==> src/rtl/eeprom3w_host.sv <==
module eeprom3w_host #(
  parameter int SK_HALF    = 50,
  parameter int DESEL_CLKS = 25,
  parameter int POLL_LIMIT = 1200000,
  parameter int CNT_W      = 8
) (
  input  logic             clk,
  input  logic             rst_n,
  input  logic             wide_mode,
  input  logic             cmd_valid,
  output logic             cmd_ready,
  input  logic [2:0]       cmd_op,
  input  logic [10:0]      cmd_addr,
  input  logic [15:0]      cmd_wdata,
  input  logic [CNT_W-1:0] cmd_count,
  output logic             cs,
  output logic             sk,
  output logic             di,
  input  logic             do_in,
  output logic             done,
  output logic             timeout_err,
  output logic             rd_valid,
  output logic [15:0]      rd_data
);

  localparam int FW   = 30;
  localparam int T1   = (SK_HALF > DESEL_CLKS) ? SK_HALF : DESEL_CLKS;
  localparam int TMAX = (T1 > POLL_LIMIT) ? T1 : POLL_LIMIT;
  localparam int TW   = $clog2(TMAX + 1);
  localparam logic [TW-1:0] HALF_LAST  = TW'(SK_HALF - 1);
  localparam logic [TW-1:0] DESEL_LAST = TW'(DESEL_CLKS - 1);
  localparam logic [TW-1:0] POLL_LAST  = TW'(POLL_LIMIT - 1);

  localparam logic [2:0] OP_READ = 3'd0, OP_WRITE = 3'd1, OP_ERASE = 3'd2,
                         OP_ERAL = 3'd3, OP_WRAL = 3'd4, OP_EWEN = 3'd5;

  typedef enum logic [2:0] {S_IDLE, S_SHIFT, S_RDATA, S_LOW, S_POLL, S_END} st_t;

  st_t             st;
  logic [2:0]      op_q;
  logic            wide_q;
  logic [TW-1:0]   tmr;
  logic            sk_q;
  logic [FW-1:0]   sr;
  logic [4:0]      nbit;
  logic [CNT_W-1:0] wleft;
  logic [15:0]     rsh;
  logic            err_q, done_q, rv_q;
  logic [15:0]     rdat_q;

  logic [1:0]  opc, top2;
  logic        special, has_data;
  logic [10:0] addr_f;
  logic [FW-1:0] frame;
  logic [4:0]  frame_len;
  logic        half_end, sk_fall, prog_q;
  logic [15:0] rsh_n;

  always_comb begin
    special  = 1'b1;
    opc      = 2'b00;
    top2     = 2'b00;
    has_data = 1'b0;
    case (cmd_op)
      OP_READ:  begin special = 1'b0; opc = 2'b10; end
      OP_WRITE: begin special = 1'b0; opc = 2'b01; has_data = 1'b1; end
      OP_ERASE: begin special = 1'b0; opc = 2'b11; end
      OP_ERAL:  top2 = 2'b10;
      OP_WRAL:  begin top2 = 2'b01; has_data = 1'b1; end
      OP_EWEN:  top2 = 2'b11;
      default:  top2 = 2'b00;
    endcase
  end

  assign addr_f    = special ? (wide_mode ? {1'b0, top2, 8'h00} : {top2, 9'h000}) : cmd_addr;
  assign frame     = wide_mode ? {1'b1, opc, addr_f[9:0], cmd_wdata, 1'b0}
                               : {1'b1, opc, addr_f, cmd_wdata[7:0], 8'h00};
  assign frame_len = wide_mode ? (has_data ? 5'd29 : 5'd13) : (has_data ? 5'd22 : 5'd14);

  assign half_end = (tmr == HALF_LAST);
  assign sk_fall  = half_end && sk_q;
  assign prog_q   = (op_q == OP_WRITE) || (op_q == OP_ERASE) || (op_q == OP_ERAL) || (op_q == OP_WRAL);
  assign rsh_n    = {rsh[14:0], do_in};

  assign cmd_ready   = (st == S_IDLE);
  assign cs          = (st == S_SHIFT) || (st == S_RDATA) || (st == S_POLL);
  assign sk          = sk_q;
  assign di          = (st == S_SHIFT) && sr[FW-1];
  assign done        = done_q;
  assign timeout_err = done_q && err_q;
  assign rd_valid    = rv_q;
  assign rd_data     = rdat_q;

  always_ff @(posedge clk or negedge rst_n) begin
    if (!rst_n) begin
      st     <= S_IDLE;
      op_q   <= '0;
      wide_q <= 1'b0;
      tmr    <= '0;
      sk_q   <= 1'b0;
      sr     <= '0;
      nbit   <= '0;
      wleft  <= '0;
      rsh    <= '0;
      err_q  <= 1'b0;
      done_q <= 1'b0;
      rv_q   <= 1'b0;
      rdat_q <= '0;
    end else begin
      done_q <= 1'b0;
      rv_q   <= 1'b0;
      case (st)
        S_IDLE: if (cmd_valid) begin
          op_q   <= cmd_op;
          wide_q <= wide_mode;
          sr     <= frame;
          nbit   <= frame_len;
          wleft  <= (cmd_count == '0) ? CNT_W'(1) : cmd_count;
          tmr    <= '0;
          sk_q   <= 1'b0;
          err_q  <= 1'b0;
          st     <= S_SHIFT;
        end
        S_SHIFT, S_RDATA: begin
          if (half_end) begin
            tmr  <= '0;
            sk_q <= ~sk_q;
          end else begin
            tmr <= tmr + 1'b1;
          end
          if (sk_fall && st == S_SHIFT) begin
            sr   <= {sr[FW-2:0], 1'b0};
            nbit <= nbit - 1'b1;
            if (nbit == 5'd1) begin
              if (op_q == OP_READ) begin
                st   <= S_RDATA;
                nbit <= wide_q ? 5'd16 : 5'd8;
              end else begin
                st <= prog_q ? S_LOW : S_END;
              end
            end
          end else if (sk_fall) begin
            rsh <= rsh_n;
            if (nbit == 5'd1) begin
              rv_q   <= 1'b1;
              rdat_q <= wide_q ? rsh_n : {8'h00, rsh_n[7:0]};
              nbit   <= wide_q ? 5'd16 : 5'd8;
              wleft  <= wleft - 1'b1;
              if (wleft == CNT_W'(1)) st <= S_END;
            end else begin
              nbit <= nbit - 1'b1;
            end
          end
        end
        S_LOW: begin
          if (tmr == DESEL_LAST) begin
            tmr <= '0;
            st  <= S_POLL;
          end else begin
            tmr <= tmr + 1'b1;
          end
        end
        S_POLL: begin
          if (do_in) begin
            tmr <= '0;
            st  <= S_END;
          end else if (tmr == POLL_LAST) begin
            tmr   <= '0;
            err_q <= 1'b1;
            st    <= S_END;
          end else begin
            tmr <= tmr + 1'b1;
          end
        end
        S_END: begin
          if (tmr == DESEL_LAST) begin
            tmr    <= '0;
            done_q <= 1'b1;
            st     <= S_IDLE;
          end else begin
            tmr <= tmr + 1'b1;
          end
        end
        default: st <= S_IDLE;
      endcase
    end
  end

endmodule

==> config.mk <==
export PLATFORM = sky130hd
export DESIGN_NAME = eeprom3w_host
export DESIGN_NICKNAME = d
export VERILOG_FILES = /design/src/rtl/eeprom3w_host.sv
export SDC_FILE = /design/constraint.sdc
export NUM_CORES = 1
export LEC_CHECK = 0
export ABC_AREA = 1
export ABC_CLOCK_PERIOD_IN_PS = 4900
export CORE_AREA = 8 8 125 115
export DETAILED_ROUTE_END_ITERATION = 10
export DIE_AREA = 0 0 133 123
export MAX_ROUTING_LAYER = met4
export PLACE_DENSITY = 0.75
export SYNTH_ARGS = -nofsm -noshare
export SYNTH_HDL_FRONTEND = slang
export SYNTH_SLANG_ARGS = --single-unit
==> constraint.sdc <==
create_clock -name clk -period 4.9 [get_ports clk]
set_input_delay 0.98 -clock clk [delete_from_list [all_inputs] [get_ports clk]]
set_output_delay 0.98 -clock clk [all_outputs]
set_load 0.02 [all_outputs]
==> Word-level counts from Yosys, hierarchy flattened <==
Index checks and enable logic that the tools add are counted.
{ "totals": {"regBits": 106, "input_bits": 43, "wordCells": 138} }
{ "classes": {"n_addsub": 3, "eq_ne": 32, "muxes": 58, "n_bitwise": 2, "n_reduce_logical": 30} }
{ "ops": {"columns": ["operator", "count"], "rows": [
  ["$mux W21", 5],
  ["$pmux W21 S4", 1],
  ["$mux W30", 2],
  ["$pmux W30 S2", 1],
  ["$mux W5", 10],
  ["$mux W8", 5],
  ["$mux W3", 12],
  ["$mux W27", 1],
  ["$mux W11", 2],
  ["$add A21 B1 Y21 const B", 1],
  ["$eq A21 B21 Y1 const B", 1],
  ["$eq A21 B5 Y1 const B", 1],
  ["$eq A21 B6 Y1 const B", 1],
  ["$eq A3 B2 Y1 const B", 6],
  ["$ne A2 B2 Y1 const B", 9],
  ["$mux W16", 1],
  ["$pmux W8 S2", 1],
  ["$eq A3 B3 Y1 const B", 5],
  ["$pmux W3 S5", 1],
  ["$pmux W2 S3", 2],
  ["$reduce_and A3 Y1", 4],
  ["$mux W1", 11],
  ["$pmux W5 S2", 1],
  ["$eq A3 B1 Y1 const B", 3],
  ["21 further kinds", 38]
]} }

==> Logic depth before layout (Yosys ltp) <==
Gate-level depths: netlist of the first run.
{ "logic_depth": {"word_depth": 9, "mapped_depth": 13} }

==> Worst setup path after synthesis of the first run <==
Ideal clock, no wire load.
{ "synth_path": {"path_kind": "register -> output", "from": "register st[1]", "to": "output port cs", "arrival_time_ns": 1.377, "path_slack_ns": 2.543, "stages_incl_launch_ff": 6, "cell_sequence": "dfrtp_1 > nor2_2 > nor2_8 > inv_2 > clkbuf_1 > nand2_1"} }
{ "synth_between": {"elab_chain_cells": 3, "elab_cells_between_ends": 5} }
{ "synth_rtl": {"columns": ["item", "line_no", "source"], "rows": [
  ["start: declaration", "39", "st_t st;"],
  ["start signal: assignment", "139", "st <= prog_q ? S_LOW : S_END;"],
  ["$eq A3 B1 Y1 / $eq A3 B2 Y1 (equally long branches)", "86", "assign cs = (st == S_SHIFT) || (st == S_RDATA) || (st == S_POLL);"],
  ["$logic_or A1 B1 Y1", "86", null],
  ["$logic_or A1 B1 Y1 (*)", "86", null],
  ["end: declaration", "16", "output logic cs,"]
]} }
Every way passes the cells marked *; elsewhere a longest branch is shown, timed or not.

==> Final worst setup path of the first run <==
{ "layout_path": {"from": "register st[2]", "to": "output port cs"} }
Same word-level chain as after synthesis.

==> results of run 1 <==
sequential cells by signal, indices dropped and copies added (netlist names), 3 cells and up:
name     flops
wleft        8
rd_data     16
op_q         3
tmr         21
st           3
nbit         5
sr          29
rsh         15
cell type report:
type / count / area (µm²) / area share, %
Tap cell: 164 / 205 / 2.87
Inverter: 104 / 390 / 5.45
Multi-Input combinational cell: 598 / 3000 / 41.8
Clock inverter: 5 / 32.5 / 0.454
Timing Repair Buffer: 68 / 671 / 9.36
Clock buffer: 10 / 239 / 3.34
Sequential cell: 105 / 2630 / 36.7
worst register-to-register path: cells and delay by family (launching register included):
family | cells | cell delay [ns]
buf+inv | 3 | 0.63
simple gates | 4 | 1.70
compound gates | 1 | 0.24
flops | 1 | 0.43
how the worst max path moves through the flow:
stage / endpoint / slack, ns / cells past startpoint
3_5_place_dp: cs / 1.62 / 6
6_report: cs / 1.25 / 6
4_1_cts: cs / 1.24 / 6
5_1_grt: cs / 1.09 / 6
3_3_place_gp: cs / 1.67 / 6
2_1_floorplan: cs / 2.54 / 5
layout by cell type (no fill, tap or decap), types with 9 or more instances in the layout:
cell	synthesis	layout
sky130_fd_sc_hd__nand4_1	10	10
sky130_fd_sc_hd__o21ai_2	11	11
sky130_fd_sc_hd__inv_2	11	11
sky130_fd_sc_hd__a21oi_1	31	31
sky130_fd_sc_hd__xor2_1	9	9
sky130_fd_sc_hd__o22ai_1	10	10
sky130_fd_sc_hd__o21ai_0	36	36
sky130_fd_sc_hd__nand3_1	42	42
sky130_fd_sc_hd__dfrtp_1	105	105
sky130_fd_sc_hd__inv_1	92	92
sky130_fd_sc_hd__clkbuf_16	0	9
sky130_fd_sc_hd__o21ai_1	14	14
sky130_fd_sc_hd__nor3_1	16	16
sky130_fd_sc_hd__nor2_1	89	89
sky130_fd_sc_hd__clkdlybuf4s50_1	0	64
sky130_fd_sc_hd__nand2_1	252	252
metal layers:
metal / track usage (%) / up-vias
met5: - / -
met4: 4.46 / 0
met3: 4.67 / 16
met2: 27.4 / 128
met1: 24.9 / 2507
li1: - / 2766
power by group:
part | switching [W] | total (W) | internal [W]
combinational | 0.00105 | 0.00157 | 0.000525
clock | 0.000314 | 0.000668 | 0.000355
sequential | 0.000160 | 0.00124 | 0.00108
total | 0.00152 | 0.00348 | 0.00196
kinds of logic (layout without fill, tap and decap cells):
group / Yosys count / count (layout) / synth area share, %
fa+ha+maj: 7 / 7 / 1.41
flops: 105 / 105 / 42.4
xor+xnor: 13 / 13 / 1.84
compound gates: 130 / 130 / 13.1
buf+inv: 131 / 187 / 9.30
simple gates: 448 / 448 / 32.0
cell usage after synthesis, types with 4 or more instances:
| master | n |
|---|---|
| sky130_fd_sc_hd__o22ai_1 | 10 |
| sky130_fd_sc_hd__a211oi_1 | 4 |
| sky130_fd_sc_hd__o31ai_2 | 7 |
| sky130_fd_sc_hd__inv_2 | 11 |
| sky130_fd_sc_hd__nand3_1 | 42 |
| sky130_fd_sc_hd__nand2_2 | 7 |
| sky130_fd_sc_hd__inv_1 | 92 |
| sky130_fd_sc_hd__buf_2 | 11 |
| sky130_fd_sc_hd__dfrtp_1 | 105 |
| sky130_fd_sc_hd__nand4_1 | 10 |
| sky130_fd_sc_hd__o21ai_0 | 36 |
| sky130_fd_sc_hd__ha_1 | 7 |
| sky130_fd_sc_hd__o21ai_2 | 11 |
| sky130_fd_sc_hd__nor2_4 | 4 |
| sky130_fd_sc_hd__buf_4 | 5 |
| sky130_fd_sc_hd__a21oi_1 | 31 |
| sky130_fd_sc_hd__or2_2 | 6 |
| sky130_fd_sc_hd__nand2_1 | 252 |
| sky130_fd_sc_hd__nor2_1 | 89 |
| sky130_fd_sc_hd__xnor2_1 | 4 |
| sky130_fd_sc_hd__nor2_2 | 6 |
| sky130_fd_sc_hd__o21ai_1 | 14 |
| sky130_fd_sc_hd__nor3_1 | 16 |
| sky130_fd_sc_hd__xor2_1 | 9 |
| sky130_fd_sc_hd__buf_6 | 7 |
through the flow:
step | setup slack, ns | total power [W]
floorplan | 2.54 | 0.00247
global route | 1.09 | 0.00379
CTS | 1.24 | 0.00350
global placement | 1.67 | 0.00279
detailed placement | 1.62 | 0.00282
finish | 1.25 | 0.00348
==> impl_metrics.xml, run 1 <==
<?xml version="1.0" encoding="UTF-8"?>
<metrics>
  <group name="run_status">
    <metric name="run_status" unit="">completed</metric>
  </group>
  <group name="job">
    <metric name="timing.max_cap.violations" unit="">0</metric>
  </group>
  <group name="cts">
    <metric name="tritoncts.num_buffers" unit="">9</metric>
    <metric name="cts_setup_buffers" unit="">0</metric>
    <metric name="cts_repair_resize_count" unit="">0</metric>
    <metric name="tritoncts_clock_tree" unit="">done</metric>
    <metric name="cts-htree-levels" unit="">3</metric>
    <metric name="clkTransAtPathRegs" unit="ns">0.06</metric>
    <metric name="clock-root-buffer" unit="">sky130_fd_sc_hd__clkbuf_16</metric>
    <metric name="clockBufferDepth" unit="">2</metric>
    <metric name="worstSkewPairLatency" unit="ns">0.35</metric>
    <metric name="cts_num_sinks" unit="">105</metric>
    <metric name="cts.hold.buffers_added" unit="">0</metric>
  </group>
  <group name="synth">
    <metric name="yosysTopAreaCell" unit="">sky130_fd_sc_hd__dfrtp_1</metric>
    <metric name="async_reset_ff_share" unit="%">100</metric>
    <metric name="synth.top_cell.area_share" unit="%">42.4</metric>
    <metric name="synth.top_cells.by_area" unit="">sky130_fd_sc_hd__dfrtp_1, sky130_fd_sc_hd__nand2_1, sky130_fd_sc_hd__inv_1</metric>
    <metric name="yosysSeqAreaShare" unit="%">42.4</metric>
    <metric name="synth-seq-cells" unit="">105</metric>
    <metric name="synthesis.nets" unit="">884</metric>
    <metric name="synth_enable_flop_cells" unit="">0</metric>
    <metric name="number_of_cells_produced_by_synthesis" unit="">834</metric>
    <metric name="netlist-cell-type-count" unit="">50</metric>
    <metric name="synth-main-ff-cell" unit="">sky130_fd_sc_hd__dfrtp_1</metric>
    <metric name="postSynthAreaPerCell" unit="µm²">7.44</metric>
    <metric name="yosysWarnings" unit="">0</metric>
    <metric name="synth_area" unit="µm²">6200</metric>
  </group>
  <group name="route">
    <metric name="final_antenna_net_count" unit="">0</metric>
    <metric name="wl_cell" unit="µm">13.3</metric>
    <metric name="vias" unit="">5417</metric>
    <metric name="post-route-drc-count" unit="">0</metric>
    <metric name="wl_met1" unit="mm">7.16</metric>
    <metric name="finalWirelength" unit="mm">14.1</metric>
    <metric name="route.met3.wl" unit="µm">784</metric>
    <metric name="detail_route.first_pass.iterations" unit="">5</metric>
    <metric name="detailedRoute.firstIterationViolations" unit="">457</metric>
    <metric name="detailroute.wirelength.met2" unit="mm">5.99</metric>
    <metric name="dr.max_layer_used" unit="">met4</metric>
    <metric name="post_detailed_route_via_to_cell_ratio" unit="">5.14</metric>
  </group>
  <group name="layout">
    <metric name="final_core_util" unit="%">58.0</metric>
    <metric name="design_area" unit="µm²">7160</metric>
    <metric name="layout_cells_sized_above_1" unit="%">9.21</metric>
    <metric name="final_cell_count_no_fill" unit="">1054</metric>
    <metric name="antenna_cells" unit="">0</metric>
    <metric name="num-nets-final" unit="">936</metric>
    <metric name="areaGrowthSynthToFinish" unit="%">15.5</metric>
    <metric name="fillers" unit="">1158</metric>
  </group>
  <group name="setup_path">
    <metric name="crit_top_cell" unit="">sky130_fd_sc_hd__inv_2</metric>
    <metric name="critPathTopFamily" unit="">buffers and inverters</metric>
    <metric name="r2r_start" unit="">st[2]</metric>
    <metric name="crit_slowest_cell" unit="">sky130_fd_sc_hd__clkdlybuf4s50_1</metric>
    <metric name="timing.critical_path.from" unit="">st[2]</metric>
    <metric name="crit_required" unit="ns">3.92</metric>
    <metric name="worst_setup_path_end_kind" unit="">output port</metric>
    <metric name="crit_chain" unit="">inv_2 &gt; nand2_4 &gt; nor2_8 &gt; inv_2 &gt; nand2_1 &gt; clkdlybuf4s50_1</metric>
    <metric name="critical_path_arrival" unit="ns">2.67</metric>
    <metric name="worst_setup_path_start_kind" unit="">flop</metric>
    <metric name="criticalPathCategory" unit="">reg -&gt; out</metric>
    <metric name="worst_r2r_endpoint" unit="">rd_data[2]</metric>
    <metric name="cp.buffers_inverters" unit="">3</metric>
    <metric name="critical_path.max_fanout" unit="">37</metric>
    <metric name="reg2reg_path_depth" unit="">8</metric>
    <metric name="timing.critical_path.slowest_cell_delay" unit="ns">0.62</metric>
    <metric name="reg2reg_slack" unit="ns">1.80</metric>
  </group>
  <group name="timing">
    <metric name="hold-worst-slack" unit="ns">0.472</metric>
    <metric name="setup_viol_count_final" unit="">0</metric>
    <metric name="timing.fmax" unit="MHz">274</metric>
    <metric name="finalWorstPathRequiredPeriod" unit="ns">3.65</metric>
    <metric name="clock_skew" unit="ns">0.00566</metric>
    <metric name="hold_viol" unit="">0</metric>
    <metric name="finalSetupTns" unit="ns">0</metric>
    <metric name="tightestPinTransition" unit="ns">1.16</metric>
    <metric name="final.period_utilization" unit="%">74.4</metric>
    <metric name="rsz0062_at_grt" unit="">no</metric>
    <metric name="max-slew-margin-rel" unit="%">22.8</metric>
    <metric name="fin_max_slew_vios" unit="">0</metric>
  </group>
  <group name="floorplanning">
    <metric name="core_area" unit="µm²">12300</metric>
    <metric name="die_height" unit="µm">123</metric>
    <metric name="initial_core_util" unit="%">50.2</metric>
    <metric name="site_rows" unit="">39</metric>
    <metric name="i_o_pin_count" unit="">66</metric>
    <metric name="dieWidth" unit="µm">133</metric>
    <metric name="die_area" unit="µm²">16400</metric>
  </group>
  <group name="power">
    <metric name="power.ir.vdd_worst" unit="µV">244</metric>
    <metric name="static-leakage-power" unit="nW">3.52</metric>
    <metric name="power.density" unit="nW/µm²">486</metric>
  </group>
  <group name="grt">
    <metric name="grt_max_degree" unit="">79</metric>
    <metric name="gr-total-overflow" unit="">0</metric>
    <metric name="grt_pass1_wl" unit="mm">24.4</metric>
    <metric name="globalRouteTotalUtil" unit="%">18.5</metric>
    <metric name="initial_antenna_violation_count" unit="">0</metric>
    <metric name="number_of_global_route_vias_before_repair" unit="">5100</metric>
  </group>
  <group name="placed_design">
    <metric name="io_buffers" unit="">65</metric>
    <metric name="placed_area" unit="µm²">6890</metric>
    <metric name="place.detailed.instances" unit="">1039</metric>
    <metric name="hpwl" unit="mm">10.2</metric>
    <metric name="final_weighted_congestion_of_routability_driven_global_placement" unit="">0.918</metric>
  </group>
  <group name="worst_hold_path">
    <metric name="min_from" unit="">sr[19]</metric>
    <metric name="worst_hold_path.endpoint" unit="">sr[19]</metric>
    <metric name="timing.hold.worst_path_depth" unit="">2</metric>
    <metric name="min-delay-path-class" unit="">reg -&gt; reg</metric>
  </group>
</metrics>
Note: power is estimated with default switching activity, not from simulation.
==> inputs of run 2 (changes only) <==
--- a/config.mk
+++ b/config.mk
@@ -6,12 +6,12 @@
 export NUM_CORES = 1
 export LEC_CHECK = 0
 export ABC_AREA = 1
-export ABC_CLOCK_PERIOD_IN_PS = 4900
+export ABC_CLOCK_PERIOD_IN_PS = 3230
 export CORE_AREA = 8 8 125 115
 export DETAILED_ROUTE_END_ITERATION = 10
 export DIE_AREA = 0 0 133 123
 export MAX_ROUTING_LAYER = met4
-export PLACE_DENSITY = 0.75
+export PLACE_DENSITY = 0.78
 export SYNTH_ARGS = -nofsm -noshare
 export SYNTH_HDL_FRONTEND = slang
 export SYNTH_SLANG_ARGS = --single-unit
==> constraint.sdc (replaced) <==
create_clock -name clk -period 3.23 [get_ports clk]
set_input_delay 0.646 -clock clk [delete_from_list [all_inputs] [get_ports clk]]
set_output_delay 0.646 -clock clk [all_outputs]
set_load 0.02 [all_outputs]
==> run 2 against run 1 <==
Compared with the run above:
- sequential share of layout area decreased by 0.35 points
- global-route usage is 0.12 points higher
- non-clock buffer count is 4 higher
- setup slack lost 0.83 ns
- first-iteration DRC count rose by 14%
- register-to-register slack worse by 1.1 ns
- sequential power increased by 52%
- critical path depth unchanged
- largest cell class unchanged
==> impl_metrics.xml, run 2 (synthesized netlist as in run 1, its figures left out) <==
<?xml version="1.0" encoding="UTF-8"?>
<metrics>
  <group name="cts">
    <metric name="cts_setup_buffers" unit="">0</metric>
    <metric name="cts_repair_resize_count" unit="">0</metric>
    <metric name="tritoncts.num_buffers" unit="">9</metric>
    <metric name="clkTransAtPathRegs" unit="ns">0.07</metric>
    <metric name="cts_num_sinks" unit="">105</metric>
    <metric name="clock-root-buffer" unit="">sky130_fd_sc_hd__clkbuf_16</metric>
    <metric name="cts.hold.buffers_added" unit="">0</metric>
    <metric name="clockBufferDepth" unit="">2</metric>
    <metric name="tritoncts_clock_tree" unit="">done</metric>
    <metric name="worstSkewPairLatency" unit="ns">0.35</metric>
    <metric name="cts-htree-levels" unit="">3</metric>
  </group>
  <group name="route">
    <metric name="route.met3.wl" unit="µm">930</metric>
    <metric name="post-route-drc-count" unit="">0</metric>
    <metric name="detailedRoute.firstIterationViolations" unit="">519</metric>
    <metric name="wl_met1" unit="mm">7.02</metric>
    <metric name="final_antenna_net_count" unit="">0</metric>
    <metric name="detail_route.first_pass.iterations" unit="">5</metric>
    <metric name="detailroute.wirelength.met2" unit="mm">6.06</metric>
    <metric name="dr.max_layer_used" unit="">met4</metric>
    <metric name="post_detailed_route_via_to_cell_ratio" unit="">5.18</metric>
    <metric name="vias" unit="">5489</metric>
    <metric name="finalWirelength" unit="mm">14.2</metric>
    <metric name="wl_cell" unit="µm">13.4</metric>
  </group>
  <group name="setup_path">
    <metric name="criticalPathCategory" unit="">reg -&gt; out</metric>
    <metric name="critical_path_arrival" unit="ns">2.16</metric>
    <metric name="crit_required" unit="ns">2.58</metric>
    <metric name="crit_top_cell" unit="">sky130_fd_sc_hd__inv_2</metric>
    <metric name="worst_setup_path_start_kind" unit="">flop</metric>
    <metric name="critical_path.max_fanout" unit="">7</metric>
    <metric name="timing.critical_path.slowest_cell_delay" unit="ns">0.65</metric>
    <metric name="crit_slowest_cell" unit="">sky130_fd_sc_hd__clkdlybuf4s50_1</metric>
    <metric name="crit_chain" unit="">inv_2 &gt; nand2_1 &gt; nor2_2 &gt; inv_2 &gt; nor2_1 &gt; clkdlybuf4s50_1</metric>
    <metric name="worst_setup_path_end_kind" unit="">output port</metric>
  </group>
  <group name="floorplanning">
    <metric name="die_area" unit="µm²">16400</metric>
    <metric name="site_rows" unit="">39</metric>
    <metric name="core_area" unit="µm²">12300</metric>
    <metric name="dieWidth" unit="µm">133</metric>
    <metric name="i_o_pin_count" unit="">66</metric>
    <metric name="initial_core_util" unit="%">50.2</metric>
    <metric name="die_height" unit="µm">123</metric>
  </group>
  <group name="timing">
    <metric name="finalSetupTns" unit="ns">0</metric>
    <metric name="rsz0062_at_grt" unit="">no</metric>
    <metric name="setup_viol_count_final" unit="">0</metric>
    <metric name="fin_max_slew_vios" unit="">0</metric>
    <metric name="final.period_utilization" unit="%">87.0</metric>
    <metric name="tightestPinTransition" unit="ns">1.11</metric>
    <metric name="max-slew-margin-rel" unit="%">26.0</metric>
    <metric name="hold_viol" unit="">0</metric>
    <metric name="finalWorstPathRequiredPeriod" unit="ns">2.81</metric>
    <metric name="timing.fmax" unit="MHz">356</metric>
    <metric name="clock_skew" unit="ns">0.00685</metric>
  </group>
  <group name="grt">
    <metric name="number_of_global_route_vias_before_repair" unit="">5110</metric>
    <metric name="grt_max_degree" unit="">67</metric>
    <metric name="gr-total-overflow" unit="">0</metric>
    <metric name="globalRouteTotalUtil" unit="%">18.6</metric>
    <metric name="initial_antenna_violation_count" unit="">0</metric>
    <metric name="grt_pass1_wl" unit="mm">24.3</metric>
  </group>
  <group name="worst_hold_path">
    <metric name="min-delay-path-class" unit="">in -&gt; async</metric>
  </group>
  <group name="power">
    <metric name="power.density" unit="nW/µm²">743</metric>
    <metric name="design_power_total" unit="W">0.00537</metric>
    <metric name="static-leakage-power" unit="nW">3.55</metric>
    <metric name="power.ir.vdd_worst" unit="µV">384</metric>
  </group>
  <group name="layout">
    <metric name="layout_cells_sized_above_1" unit="%">9.61</metric>
    <metric name="antenna_cells" unit="">0</metric>
    <metric name="mostFrequentLayoutCells" unit="">sky130_fd_sc_hd__nand2_1, sky130_fd_sc_hd__dfrtp_1, sky130_fd_sc_hd__inv_1</metric>
    <metric name="registers.top_by_ff_count" unit="">sr</metric>
    <metric name="num-nets-final" unit="">940</metric>
    <metric name="final_cell_count_no_fill" unit="">1059</metric>
    <metric name="largest_reg_flops" unit="">29</metric>
    <metric name="areaGrowthSynthToFinish" unit="%">16.6</metric>
    <metric name="layout.cells.most_common" unit="">sky130_fd_sc_hd__nand2_1</metric>
  </group>
  <group name="placed_design">
    <metric name="io_buffers" unit="">65</metric>
    <metric name="hpwl" unit="mm">10.3</metric>
    <metric name="place.detailed.instances" unit="">1043</metric>
    <metric name="final_weighted_congestion_of_routability_driven_global_placement" unit="">0.935</metric>
  </group>
  <group name="run_status">
    <metric name="run_status" unit="">completed</metric>
  </group>
  <group name="job">
    <metric name="timing.max_cap.violations" unit="">0</metric>
  </group>
</metrics>
==> run 2: per-stage QoR <==
stage / instance area [µm²] / util [%] / hold WS [ns] / setup slack [ns]
floorplan: 6200 / - / 0.350 / 1.21
global placement: 6930 / 56.2 / 0.457 / 0.804
detailed placement: 6930 / 56.2 / 0.460 / 0.762
CTS: 7230 / 58.6 / 0.280 / 0.432
global route: 7230 / 58.6 / 0.295 / 0.337
finish: 7230 / 58.6 / 0.263 / 0.419
==> run 2: path summary, 6_finish.rpt <==
check	startpoint	end	slack, ns	depth (start not counted)
setup / recovery	st[1]	di	0.42	6
max in group asynchronous	rst_n	rd_data[10]	2.25	2
min in group clk	sr[28]	sr[28]	0.47	2
hold reg to reg	sr[28]	sr[28]	0.47	2
hold / removal	rst_n	sr[10]	0.26	1
setup reg to reg	st[1]	nbit[1]	0.73	9
==> run 2: critical path: cells and delay by family (launching register included) <==
family / cells / cell delay, ns
and+or+nand+nor: 3 / 0.56
DFF: 1 / 0.42
buffers and inverters: 3 / 0.82
==> run 2: report_power, final <==
part | internal, W | switching [W]
registers | 0.00164 | 0.000237
clock network | 0.000604 | 0.000485
logic | 0.000824 | 0.00158
total | 0.00307 | 0.00230
==> run 2: cell type report <==
type,instances,area (µm²)
sequential,105,2630
clock buffer,10,229
timing repair buffer,72,713
fill,1141,5110
multi-input combinational,598,3000
clock inverter,6,68.8
inverter,104,390
tap,164,205
==> run 2: metal layers <==
| metal | global-route usage (%) | vias up |
|---|---|---|
| li1 | - | 2780 |
| met1 | 25.0 | 2507 |
| met2 | 26.7 | 183 |
| met3 | 5.24 | 19 |
| met4 | 5.74 | 0 |
| met5 | - | - |
==> inputs of run 3 (changes only) <==
--- a/config.mk
+++ b/config.mk
@@ -6,12 +6,13 @@
 export NUM_CORES = 1
 export LEC_CHECK = 0
 export ABC_AREA = 1
-export ABC_CLOCK_PERIOD_IN_PS = 3230
+export ABC_CLOCK_PERIOD_IN_PS = 2400
 export CORE_AREA = 8 8 125 115
 export DETAILED_ROUTE_END_ITERATION = 10
 export DIE_AREA = 0 0 133 123
 export MAX_ROUTING_LAYER = met4
 export PLACE_DENSITY = 0.78
+export SLEW_MARGIN = 20
 export SYNTH_ARGS = -nofsm -noshare
 export SYNTH_HDL_FRONTEND = slang
 export SYNTH_SLANG_ARGS = --single-unit
==> constraint.sdc (replaced) <==
create_clock -name clk -period 2.4 [get_ports clk]
set_input_delay 0.48 -clock clk [delete_from_list [all_inputs] [get_ports clk]]
set_output_delay 0.48 -clock clk [all_outputs]
set_load 0.02 [all_outputs]
==> run 3 against run 2 <==
Compared with the run above:
- cell count is 0.85% higher
- flip-flop and latch count stayed put
- largest power group unchanged
- power up 35%
- global-route usage increased by 0.44 points
- critical path depth shrank 2
- wire length up 1.5%
- critical endpoint is now cmd_ready
- non-clock buffer count is 10 higher
- utilization increased by 0.64 points
- sequential share of layout area is 0.39 points lower
==> impl_metrics.xml, run 3 (synthesized netlist as in run 1, its figures left out) <==
<?xml version="1.0" encoding="UTF-8"?>
<metrics>
  <group name="setup_path">
    <metric name="criticalPathCategory" unit="">reg -&gt; out</metric>
    <metric name="timing.critical_path.slowest_cell_delay" unit="ns">0.61</metric>
    <metric name="worst_r2r_endpoint" unit="">rd_data[2]</metric>
    <metric name="crit_slowest_cell" unit="">sky130_fd_sc_hd__clkdlybuf4s50_1</metric>
    <metric name="r2r_start" unit="">st[2]</metric>
    <metric name="worst_setup_path_start_kind" unit="">flop</metric>
    <metric name="crit_required" unit="ns">1.92</metric>
    <metric name="worst_setup_path_end_kind" unit="">output port</metric>
    <metric name="reg2reg_slack" unit="ns">0.23</metric>
    <metric name="crit_chain" unit="">nor2_4 &gt; nand2_2 &gt; inv_1 &gt; clkdlybuf4s50_1</metric>
    <metric name="reg2reg_path_depth" unit="">9</metric>
    <metric name="critical_path.max_fanout" unit="">4</metric>
    <metric name="critical_path_arrival" unit="ns">1.81</metric>
  </group>
  <group name="timing">
    <metric name="finalWorstPathRequiredPeriod" unit="ns">2.29</metric>
    <metric name="rsz0062_at_grt" unit="">no</metric>
    <metric name="final.setup.worst_slack" unit="ns">0.110</metric>
    <metric name="timing.fmax" unit="MHz">437</metric>
    <metric name="hold-worst-slack" unit="ns">0.120</metric>
    <metric name="fin_max_slew_vios" unit="">0</metric>
    <metric name="max-slew-margin-rel" unit="%">51.9</metric>
    <metric name="setup_viol_count_final" unit="">0</metric>
    <metric name="clock_skew" unit="ns">0.00635</metric>
    <metric name="tightestPinTransition" unit="ns">0.719</metric>
    <metric name="final.period_utilization" unit="%">95.4</metric>
    <metric name="hold_viol" unit="">0</metric>
    <metric name="finalSetupTns" unit="ns">0</metric>
  </group>
  <group name="floorplanning">
    <metric name="i_o_pin_count" unit="">66</metric>
    <metric name="initial_core_util" unit="%">50.2</metric>
    <metric name="die_height" unit="µm">123</metric>
    <metric name="dieWidth" unit="µm">133</metric>
    <metric name="die_area" unit="µm²">16400</metric>
    <metric name="site_rows" unit="">39</metric>
    <metric name="core_area" unit="µm²">12300</metric>
  </group>
  <group name="layout">
    <metric name="fillers" unit="">1105</metric>
    <metric name="num-nets-final" unit="">950</metric>
    <metric name="final_core_util" unit="%">59.2</metric>
    <metric name="areaGrowthSynthToFinish" unit="%">17.9</metric>
    <metric name="layout_cells_sized_above_1" unit="%">10.5</metric>
    <metric name="largest_reg_flops" unit="">29</metric>
    <metric name="registers.top_by_ff_count" unit="">sr</metric>
    <metric name="layout.cells.most_common" unit="">sky130_fd_sc_hd__nand2_1</metric>
    <metric name="mostFrequentLayoutCells" unit="">sky130_fd_sc_hd__nand2_1, sky130_fd_sc_hd__dfrtp_1, sky130_fd_sc_hd__inv_1</metric>
    <metric name="antenna_cells" unit="">0</metric>
  </group>
  <group name="power">
    <metric name="power.density" unit="nW/µm²">995</metric>
    <metric name="swShare" unit="%">43.3</metric>
    <metric name="static-leakage-power" unit="nW">3.60</metric>
    <metric name="portion_of_total_power_attributed_to_sequential_cells" unit="%">35.0</metric>
    <metric name="p_comb_share" unit="%">46.1</metric>
    <metric name="pwr-share-clk" unit="%">18.9</metric>
    <metric name="p_int" unit="W">0.00413</metric>
    <metric name="power.ir.vdd_worst" unit="µV">609</metric>
    <metric name="switchingPower" unit="W">0.00315</metric>
  </group>
  <group name="cts">
    <metric name="cts-htree-levels" unit="">3</metric>
    <metric name="clockBufferDepth" unit="">2</metric>
    <metric name="tritoncts_clock_tree" unit="">done</metric>
    <metric name="worstSkewPairLatency" unit="ns">0.35</metric>
    <metric name="tritoncts.num_buffers" unit="">9</metric>
    <metric name="cts_setup_buffers" unit="">0</metric>
    <metric name="cts_num_sinks" unit="">105</metric>
    <metric name="clkTransAtPathRegs" unit="ns">0.07</metric>
    <metric name="clock-root-buffer" unit="">sky130_fd_sc_hd__clkbuf_16</metric>
  </group>
  <group name="placed_design">
    <metric name="io_buffers" unit="">65</metric>
    <metric name="hpwl" unit="mm">10.7</metric>
    <metric name="pre_cts_slack" unit="ns">0.163</metric>
    <metric name="final_weighted_congestion_of_routability_driven_global_placement" unit="">0.951</metric>
  </group>
  <group name="run_status">
    <metric name="run_status" unit="">completed</metric>
  </group>
  <group name="grt">
    <metric name="grt_pass1_wl" unit="mm">25.1</metric>
    <metric name="globalRouteTotalUtil" unit="%">19.1</metric>
    <metric name="grt_max_degree" unit="">50</metric>
    <metric name="number_of_global_route_vias_before_repair" unit="">5317</metric>
    <metric name="gr-total-overflow" unit="">0</metric>
    <metric name="initial_antenna_violation_count" unit="">0</metric>
  </group>
  <group name="route">
    <metric name="wl_cell" unit="µm">13.5</metric>
    <metric name="finalWirelength" unit="mm">14.4</metric>
    <metric name="final_antenna_net_count" unit="">0</metric>
    <metric name="post-route-drc-count" unit="">0</metric>
    <metric name="detailedRoute.firstIterationViolations" unit="">439</metric>
    <metric name="vias" unit="">5507</metric>
    <metric name="post_detailed_route_via_to_cell_ratio" unit="">5.16</metric>
    <metric name="detail_route.first_pass.iterations" unit="">8</metric>
  </group>
  <group name="worst_hold_path">
    <metric name="min-delay-path-class" unit="">in -&gt; async</metric>
  </group>
  <group name="job">
    <metric name="timing.max_cap.violations" unit="">0</metric>
  </group>
</metrics>
[run 3: final cells by class]
| class | count | area (µm²) | share of cell area (%) |
|---|---|---|---|
| tap | 164 | 205 | 2.81 |
| clock buffer | 11 | 243 | 3.32 |
| sequential | 105 | 2630 | 35.9 |
| clock inverter | 4 | 30.0 | 0.411 |
| inverter | 104 | 390 | 5.34 |
| timing repair buffer | 82 | 800 | 10.9 |
| multi-input combinational | 598 | 3010 | 41.2 |
[run 3: per-layer routing]
| metal | wire [µm] | track usage, % |
|---|---|---|
| met4 | 231 | 5.46 |
| met2 | 6190 | 28.2 |
| met3 | 856 | 4.96 |
| met5 | 0 | - |
| met1 | 7150 | 25.4 |
[run 3: worst max path at each step]
stage | cells past startpoint | slack (ns) | endpoint | from
after CTS | 6 | 0.07 | di | st[1]
after detailed placement | 8 | 0.16 | sr[16] | tmr[1]
after global placement | 9 | 0.21 | tmr[12] | cmd_valid
final | 4 | 0.11 | cmd_ready | st[1]
after global routing | 6 | 0.006 | di | st[1]
after floorplan | 5 | 0.54 | cs | st[1]
[run 3: repair_timing]
| item | in CTS | in global routing |
|---|---|---|
| setup endpoints to repair | 3 | 1 |
| hold buffers | 0 | 0 |
| hold endpoints to repair | 0 | 0 |
| gates resized for setup | 3 | 2 |
[run 3: worst max-delay path: cells and delay by family, from the launching register on]
| kind | cells | cell delay, ns |
|---|---|---|
| and+or+nand+nor | 2 | 0.33 |
| DFF | 1 | 0.44 |
| buffers and inverters | 2 | 0.70 |
[run 3: power groups by stage]
stage / clock (W) / sequential (W) / combinational (W)
2_1_floorplan: 0 / 0.00248 / 0.00255
3_3_place_gp: 0 / 0.00255 / 0.00327
3_5_place_dp: 0 / 0.00255 / 0.00335
4_1_cts: 0.00141 / 0.00254 / 0.00334
5_1_grt: 0.00149 / 0.00260 / 0.00381
6_report: 0.00137 / 0.00255 / 0.00335
[run 3: per-stage QoR]
| step | std cells | total power [W] | area, µm² |
|---|---|---|---|
| after floorplan | 834 | 0.00503 | 6200 |
| final | 1068 | 0.00727 | 7310 |
| after CTS | 1068 | 0.00728 | 7300 |
| after detailed placement | 1053 | 0.00590 | 7020 |
| after global placement | 1053 | 0.00581 | 7020 |
| after global routing | 1068 | 0.00790 | 7310 |
